### config.mk
export PLATFORM = sky130hd
export DESIGN_NAME = bus_seq
export DESIGN_NICKNAME = d
export VERILOG_FILES = /design/src/rtl/bus_seq_pkg.sv /design/src/rtl/bus_seq_sync.sv /design/src/rtl/bus_seq_fsm.sv /design/src/rtl/bus_seq_hold.sv /design/src/rtl/bus_seq.sv
export SDC_FILE = /design/constraint.sdc
export NUM_CORES = 1
export LEC_CHECK = 0
export BUFFER_PORTS_ARGS = -buffer_cell sky130_fd_sc_hd__buf_2
export CORE_UTILIZATION = 45
export DETAILED_ROUTE_END_ITERATION = 6
export PLACE_DENSITY = 0.73
export SLEW_MARGIN = 30
export SYNTH_ARGS = -nofsm -noshare
export SYNTH_HDL_FRONTEND = slang
export SYNTH_SLANG_ARGS = --single-unit
### constraint.sdc
create_clock -name clk -period 2.1 [get_ports clk]
set_input_delay 0.21 -clock clk [delete_from_list [all_inputs] [get_ports clk]]
set_output_delay 0.21 -clock clk [all_outputs]
set_load 0.005 [all_outputs]
### src/rtl/bus_seq_pkg.sv
package bus_seq_pkg;
  typedef enum logic [2:0] {
    ST_TI = 3'd0,
    ST_T1 = 3'd1,
    ST_T2 = 3'd2,
    ST_T3 = 3'd3,
    ST_TW = 3'd4,
    ST_T4 = 3'd5
  } bus_st_e;
endpackage

### src/rtl/bus_seq_sync.sv
module bus_seq_sync #(
  parameter int STAGES = 0
) (
  input  logic clk,
  input  logic rst_n,
  input  logic d,
  output logic q
);
  generate
    if (STAGES == 0) begin : g_pass
      assign q = d;
    end else begin : g_chain
      logic [STAGES:0] sh;
      assign sh[0] = d;
      for (genvar i = 0; i < STAGES; i++) begin : g_stage
        always_ff @(posedge clk or negedge rst_n) begin
          if (!rst_n) sh[i+1] <= 1'b0;
          else        sh[i+1] <= sh[i];
        end
      end
      assign q = sh[STAGES];
    end
  endgenerate
endmodule

### src/rtl/bus_seq_fsm.sv
module bus_seq_fsm
  import bus_seq_pkg::*;
#(
  parameter int TYPE_W = 3
) (
  input  logic              clk,
  input  logic              rst_n,
  input  logic              req_valid,
  input  logic [TYPE_W-1:0] req_type,
  input  logic              ready,
  input  logic              take,
  input  logic              hlda,
  output logic              req_ready,
  output logic              accept,
  output logic              win,
  output logic [TYPE_W-1:0] status,
  output logic              done,
  output bus_st_e           st
);
  localparam logic [TYPE_W-1:0] PASSIVE = '1;

  bus_st_e           nxt;
  logic [TYPE_W-1:0] type_q;

  assign req_ready = ((st == ST_TI) || (st == ST_T4)) && !take && !hlda;
  assign accept    = req_ready && req_valid;
  assign done      = (st == ST_T4);

  always_comb begin
    nxt = st;
    unique case (st)
      ST_TI:   nxt = accept ? ST_T1 : ST_TI;
      ST_T1:   nxt = ST_T2;
      ST_T2:   nxt = ST_T3;
      ST_T3:   nxt = ready ? ST_T4 : ST_TW;
      ST_TW:   nxt = ready ? ST_T4 : ST_TW;
      ST_T4:   nxt = accept ? ST_T1 : ST_TI;
      default: nxt = ST_TI;
    endcase
  end

  assign win = (nxt == ST_T4) || (nxt == ST_TI);

  always_comb begin
    status = PASSIVE;
    unique case (st)
      ST_T1, ST_T2: status = type_q;
      ST_T3, ST_TW: status = ready ? PASSIVE : type_q;
      ST_T4, ST_TI: status = accept ? req_type : PASSIVE;
      default:      status = PASSIVE;
    endcase
  end

  always_ff @(posedge clk or negedge rst_n) begin
    if (!rst_n) begin
      st     <= ST_TI;
      type_q <= PASSIVE;
    end else begin
      st <= nxt;
      if (accept) type_q <= req_type;
    end
  end
endmodule

### src/rtl/bus_seq_hold.sv
module bus_seq_hold (
  input  logic clk,
  input  logic rst_n,
  input  logic hold_s,
  input  logic win,
  input  logic accept,
  output logic take,
  output logic hlda,
  output logic bus_en
);
  logic parked_q;

  // hold is looked at on the rising edge that opens T4 or TI
  always_ff @(posedge clk or negedge rst_n) begin
    if (!rst_n) take <= 1'b0;
    else        take <= win && hold_s;
  end

  // grant and release happen mid-state
  always_ff @(negedge clk or negedge rst_n) begin
    if (!rst_n) hlda <= 1'b0;
    else        hlda <= take;
  end

  // bus stays floated after release until a new cycle begins
  always_ff @(posedge clk or negedge rst_n) begin
    if (!rst_n)      parked_q <= 1'b0;
    else if (accept) parked_q <= 1'b0;
    else if (hlda)   parked_q <= 1'b1;
  end

  assign bus_en = !hlda && !parked_q;
endmodule

### src/rtl/bus_seq.sv
module bus_seq
  import bus_seq_pkg::*;
#(
  parameter int TYPE_W      = 3,
  parameter int SYNC_STAGES = 0
) (
  input  logic              clk,
  input  logic              rst_n,
  input  logic              req_valid,
  output logic              req_ready,
  input  logic [TYPE_W-1:0] req_type,
  input  logic              ready,
  input  logic              hold,
  output logic              hlda,
  output logic              bus_en,
  output logic [TYPE_W-1:0] status,
  output logic              done
);
  logic    hold_s;
  logic    take;
  logic    accept;
  logic    win;
  bus_st_e st_q;

  bus_seq_sync #(.STAGES(SYNC_STAGES)) u_sync (
    .clk(clk), .rst_n(rst_n), .d(hold), .q(hold_s)
  );

  bus_seq_fsm #(.TYPE_W(TYPE_W)) u_fsm (
    .clk(clk), .rst_n(rst_n), .req_valid(req_valid), .req_type(req_type),
    .ready(ready), .take(take), .hlda(hlda), .req_ready(req_ready),
    .accept(accept), .win(win), .status(status), .done(done), .st(st_q)
  );

  bus_seq_hold u_hold (
    .clk(clk), .rst_n(rst_n), .hold_s(hold_s), .win(win), .accept(accept),
    .take(take), .hlda(hlda), .bus_en(bus_en)
  );
endmodule

# After elaboration in Yosys (flattened, before gate mapping)
# Index checks and enable logic that the tools add are counted.
# classes
eq_ne,6
muxes,8
n_reduce_logical,16
# op_table
op,count
$pmux 3 s4,1
$eq 3x3->1 const B,3
$pmux 3 s3,1
$eq 3x2->1 const B,2
$logic_not 3->1,2
$mux 3,2
$reduce_or 2->1,3
$logic_and 1x1->1,5
$mux 1,4
$eq 3x1->1 const B,1
$logic_not 1->1,3
$logic_or 1x1->1,2
$reduce_bool 2->1,1
# word_totals
register_bits,9
inputBits,8
out_inout_bits,7
wordCells,35

# Logic depth before layout (Yosys ltp)
# Gate-level depths: netlist of the first run.
# depth
word_depth,10
mapped_depth,6
mapped_depth_nobuf,4

# Modules after synthesis
# From an unflattened synthesis of the first run, not the netlist that was laid out.
# unflattened
hier_cells,73
hier_area_um2,656.9
# modules_own_cells
mod,n_inst,cells_each,area_each_um2,seq_area_each_um2
bus_seq_fsm,1,66,554.3,153.9
bus_seq_hold,1,6,95.1,75.1
bus_seq_sync,1,1,7.5,0.0

==> run_results.csv, run 1 <==
group,metric,value,unit
floorplanning,core_area,0.00133,mm2
placement,gp_congestion,0.678,
power_and_ir_drop,ir_worst_vdd,1040,uV
worst_setup_path,critPathLaunchType,"register",
layout,fillers,121,
yosys,yosys_warnings,0,
route,vias,586,
timing,setup_viol,12,
timing,setup_slack,-0.601,ns
clock_tree,htreeDepth,1,
hold_path,min_path_type,"input pin to register",
placement,io_buffers,14,
layout,regArea,229,um2
floorplanning,fp-row-count,13,
yosys,synth_cells,73,
worst_setup_path,critPathMaxStageDelay,0.40,ns
worst_setup_path,path_class,"register to output port",
grt,grt_pass1_vias,539,
flow_run,max_cap_violations,0,
outcome,status,"complete, but fails checks",
grt,grtUsageTotal,0.218,
worst_setup_path,worst_r2r_path_depth,5,
grt,grt_pass1_wl,2.33,mm
yosys,ys_seq_area_frac,0.348,
grt,antenna_found_initial,0,
grt,grt_start_max_net_pins,18,
timing,hold_viol_final,0,
route,wire_per_inst,13.7,um
power_and_ir_drop,power,1320,uW
layout,insertedDiodeCount,0,
worst_setup_path,r2r_end,"u_fsm.type_q[2]",
route,via_per_inst,5.58,
yosys,synth_cell_types,31,
clock_tree,cts-buffers-inserted,3,
layout,areaGrowthSynthToFinish,23.6,%
layout,drive_gt1_frac,0.411,
route,drt_pre_antenna_iters,4,
timing,slew_violations,0,
clock_tree,cts.clk_slew.worst_paths,0.07,ns
clock_tree,clk_path_buf_depth,2,
worst_setup_path,path_max_fanout,3,
worst_setup_path,ff2ff_setup_slack,-0.49,ns
route,drc_errors,0,
yosys,synth.avg_cell_area,9.02,um2
worst_setup_path,worstPathArrival,2.49,ns
layout,mostFrequentLayoutCells,"buf_2, nor2_1, o21ai_0",
floorplanning,die_h,40.2,um
timing,rsz0062_at_grt,"true",
hold_path,min_to,"u_hold.take",
clock_tree,cts_tree,"built",
hold_path,hold_depth,3,
yosys,syn-num-nets,81,
timing,fin_skew,0.0166,ns
yosys,syn_area,658,um2
grt,grt_overflow_total,0,
timing,slew_headroom,0.624,
timing,tightest_slew,0.564,ns
route,drt-initial-drc-count,6,
worst_setup_path,cp_cell_sequence,"nor4b_4 > nor3_1 > nor3_2 > a21oi_1 > buf_2",
placement,hpwlAfterDp,986,um
worst_setup_path,crit_path_end_kind,"output port",
power_and_ir_drop,p_leak,0.000341,uW
timing,holdWs,0.185,ns
outcome,violations,"setup timing",
floorplanning,die-width,40.2,um
hold_path,min_from,"hold",
floorplanning,ios,15,
route,drt_wl_total,1.44,mm
layout,nets,99,
clock_tree,clock_latency,0.27,ns
floorplanning,initial_core_util,0.493,
placement,placed_cells,98,
worst_setup_path,slowest_stage,"dfrtn_1",
route,ant_nets,0,
worst_setup_path,cp.required,1.89,ns
worst_setup_path,timing.rr.start,"u_hold.hlda",
clock_tree,cts-root-buf,"clkbuf_4",
layout,final_common_cell,"buf_2",
clock_tree,clkSinkCount,9,
floorplanning,fp.dieArea,0.00162,mm2
power_and_ir_drop,p_per_area,1620,mW/mm2
yosys,synth-seq-cells,9,
layout,final_util,0.610,
layout,multi_input_area,414,um2
layout,final_cells,105,
## cell usage after synthesis
library cell | number | area share
dfrtp_1 | 5 | 0.19
a21oi_1 | 5 | 0.038
dfstp_2 | 3 | 0.12
nor4b_2 | 1 | 0.023
nand3_1 | 1 | 0.0076
inv_2 | 1 | 0.0057
nor4bb_1 | 1 | 0.015
clkbuf_1 | 1 | 0.0057
xnor2_1 | 2 | 0.027
nor3_1 | 4 | 0.030
nor2_1 | 10 | 0.057
inv_1 | 1 | 0.0057
a31oi_1 | 1 | 0.0095
mux2i_1 | 1 | 0.015
o211ai_1 | 1 | 0.011
buf_6 | 1 | 0.017
nor3b_4 | 1 | 0.029
nand2b_1 | 1 | 0.0095
nor4b_1 | 1 | 0.013
o2111ai_1 | 1 | 0.013
nor3_2 | 3 | 0.046
dfrtn_1 | 1 | 0.038
nor3b_1 | 4 | 0.046
a21o_1 | 1 | 0.011
nand2_1 | 4 | 0.023
mux2_4 | 3 | 0.068
buf_4 | 2 | 0.023
o21ai_0 | 7 | 0.053
o21ai_1 | 2 | 0.015
buf_2 | 2 | 0.015
and3b_4 | 1 | 0.019
## through the flow
step                area [um2]  setup TNS, ns  setup slack, ns
CTS                        805          -5.45           -0.594
global placement           728          -2.47           -0.350
floorplan                  664          -1.50           -0.250
global route               813          -6.40           -0.747
detailed placement         728          -2.64           -0.378
finish                     813          -5.56           -0.601
## worst max-delay path, delay by kind of cell, from the launching register on
family | cells | cell delay (ns)
AND/OR/NAND/NOR | 3 | 0.55
flip-flops | 1 | 0.40
buffers and inverters | 1 | 0.13
AO/OA/AOI/OAI | 1 | 0.08
## registers in the layout (all words and copies together) (netlist names)
signal	flops
u_hold.parked_q	1
u_hold.hlda	1
u_fsm.st	3
u_hold.take	1
u_fsm.type_q	3
## report_power, final
group          internal [uW]  switching (uW)  leakage (uW)
clock                   73.2            63.8     0.0000150
combinational            399             298      0.000221
sequential               279             207      0.000105
total                    751             568      0.000341
## worst max-delay path by stage
stage           startpoint         endpoint  depth (start not counted)
6_report       u_hold.hlda        status[2]                          5
5_1_grt        u_hold.hlda        status[2]                          5
4_1_cts        u_hold.hlda        status[1]                          5
3_5_place_dp   u_hold.hlda        status[1]                          5
3_3_place_gp   u_hold.hlda        status[2]                          5
2_1_floorplan  u_hold.hlda  u_fsm.type_q[0]                          3
## area by class of cell
class,instances,share of cell area
multi-input combinational,56,0.509
sequential,9,0.282
timing repair buffer,19,0.145
clock buffer,4,0.0323
tap,15,0.0231
inverter,2,0.00923
## routing by layer
layer,part of all wire,global-route usage
met5,0,0
met1,0.50,0.258
met3,0.020,0.0333
met2,0.48,0.383
met4,0,0.100
## what timing repair did
action / 4_1_cts / 5_1_grt
hold buffers: 1 / 0
gates resized for setup: 4 / 2
setup buffers: 2 / 0
pin swaps: 4 / 1
endpoints found under the hold margin: 5 / 0
endpoints found under the setup margin: 12 / 12
## kinds of logic (layout without fill, tap and decap cells)
logic type	count (synthesis)	after routing	synth area share
AND/OR/NAND/NOR	32	32	0.317
flip-flops	9	9	0.348
XOR/XNOR	2	2	0.0266
multiplexers	4	4	0.0836
buffers and inverters	8	25	0.0722
AO/OA/AOI/OAI	18	18	0.152
Note: power is estimated with default switching activity, not from simulation.
==> inputs of run 2 (changes only) <==
RECOVER_POWER = 50   (was default)
==> run_results.csv, run 2 (synthesis results as in run 1) <==
group,metric,value,unit
grt,grt_pass1_vias,539,
worst_setup_path,path_max_fanout,3,
clock_tree,cts.clk_slew.worst_paths,0.07,ns
timing,slew_headroom,0.624,
worst_setup_path,critPathMaxStageDelay,0.40,ns
worst_setup_path,worst_r2r_path_depth,5,
layout,mostFrequentLayoutCells,"buf_2, nor2_1, o21ai_0",
worst_setup_path,r2r_end,"u_fsm.type_q[2]",
grt,grt_overflow_total,0,
route,drt_pre_antenna_iters,4,
grt,met3_usage,0.0333,
route,drt-initial-drc-count,6,
hold_path,min_path_type,"input pin to register",
grt,top_usage_layer,"met2",
worst_setup_path,cp.required,1.89,ns
grt,grt_start_max_net_pins,18,
grt,grtUsageMet2,0.383,
timing,tightest_slew,0.564,ns
timing,rsz0062_at_grt,"true",
layout,nets,99,
outcome,violations,"setup timing",
timing,setup_slack,-0.601,ns
power_and_ir_drop,p_leak,0.000338,uW
clock_tree,clkSinkCount,9,
worst_setup_path,crit_path_end_kind,"output port",
floorplanning,fp.dieArea,0.00162,mm2
layout,insertedDiodeCount,0,
floorplanning,die-width,40.2,um
outcome,status,"complete, but fails checks",
layout,drive_gt1_frac,0.400,
grt,antenna_found_initial,0,
layout,final_common_cell,"buf_2",
clock_tree,clk_path_buf_depth,2,
clock_tree,cts-buffers-inserted,3,
timing,fin_skew,0.0166,ns
grt,use_met1,0.258,
route,wire_per_inst,13.7,um
layout,areaGrowthSynthToFinish,23.4,%
route,vias,586,
route,via_per_inst,5.58,
timing,hold_viol_final,0,
route,drc_errors,0,
worst_setup_path,worstPathArrival,2.49,ns
timing,setup_viol,12,
layout,final_util,0.609,
clock_tree,cts_tree,"built",
route,ant_nets,0,
flow_run,max_cap_violations,0,
power_and_ir_drop,ir_worst_vdd,1040,uV
placement,placed_cells,98,
layout,fillers,122,
worst_setup_path,slowest_stage,"dfrtn_1",
floorplanning,fp-row-count,13,
layout,top_regs,"u_fsm.st: 3 flops, u_fsm.type_q: 3 flops",
floorplanning,core_area,0.00133,mm2
worst_setup_path,critPathLaunchType,"register",
layout,final_cells,105,
floorplanning,die_h,40.2,um
clock_tree,clock_latency,0.27,ns
worst_setup_path,ff2ff_setup_slack,-0.49,ns
placement,hpwlAfterDp,986,um
placement,gp_congestion,0.678,
clock_tree,htreeDepth,1,
route,drt_wl_total,1.44,mm
grt,grt_pass1_wl,2.33,mm
worst_setup_path,crit_end,"status[2]",
floorplanning,ios,15,
grt,grtUsageTotal,0.218,
placement,io_buffers,14,
worst_setup_path,worstSetupStartpoint,"u_hold.hlda",
timing,slew_violations,0,
worst_setup_path,timing.rr.start,"u_hold.hlda",
worst_setup_path,cp_cell_sequence,"nor4b_4 > nor3_1 > nor3_2 > a21oi_1 > buf_2",
clock_tree,cts-root-buf,"clkbuf_4",
floorplanning,initial_core_util,0.493,
power_and_ir_drop,p_per_area,1620,mW/mm2
worst_setup_path,path_class,"register to output port",
==> run 2: worst min-delay path by stage <==
stage / cells after the start / start / slack, ns / endpoint
finish: 3 / hold / 0.18 / u_hold.take
global route: 2 / req_type[2] / 0.19 / u_fsm.type_q[2]
CTS: 3 / hold / 0.18 / u_hold.take
detailed placement: 1 / rst_n / 0.07 / u_hold.parked_q
global placement: 1 / rst_n / 0.07 / u_hold.parked_q
floorplan: 0 / rst_n / -0.09 / u_fsm.st[0]
==> run 2: repair_timing <==
item                                    4_1_cts  5_1_grt
endpoints found under the setup margin       12       12
resized for setup                             4        2
hold buffers                                  1        0
pin swaps                                     4        1
endpoints found under the hold margin         5        0
setup buffers                                 2        0
==> run 2: power by group <==
| group | switching [uW] | leakage (uW) | internal [uW] | total, uW |
|---|---|---|---|---|
| Combinational | 298 | 0.000218 | 398 | 696 |
| Sequential | 207 | 0.000105 | 279 | 486 |
| Clock | 63.8 | 0.0000150 | 73.2 | 137 |
==> run 2: critical path: cells and delay by family, from the launching register on <==
kind	cells	cell delay (ns)
simple gates	3	0.55
flops	1	0.40
buf+inv	1	0.13
compound gates	1	0.08
==> run 2: area by class of cell <==
cell class / count / area, um2 / share of cell area
inverter: 2 / 7.51 / 0.00924
sequential: 9 / 229 / 0.282
clock buffer: 4 / 26.3 / 0.0324
timing repair buffer: 19 / 116 / 0.143
tap: 15 / 18.8 / 0.0231
multi-input combinational: 56 / 414 / 0.510
==> run 2: routing by layer <==
layer	share of wire	vias to the layer above
li1	-	296
met1	0.49	279
met2	0.48	11
met3	0.020	0
met4	0	0
met5	0	-
==> run 2: metrics by stage <==
| step | hold slack, ns | TNS [ns] | setup slack, ns | total power, uW | cell area (um2) |
|---|---|---|---|---|---|
| 6_report | 0.185 | -5.56 | -0.601 | 1320 | 812 |
| 5_1_grt | 0.187 | -6.40 | -0.747 | 1440 | 812 |
| 4_1_cts | 0.179 | -5.45 | -0.594 | 1290 | 805 |
| 3_5_place_dp | 0.0691 | -2.64 | -0.378 | 1100 | 728 |
| 3_3_place_gp | 0.0655 | -2.47 | -0.350 | 1070 | 728 |
| 2_1_floorplan | -0.0856 | -1.50 | -0.250 | 927 | 664 |
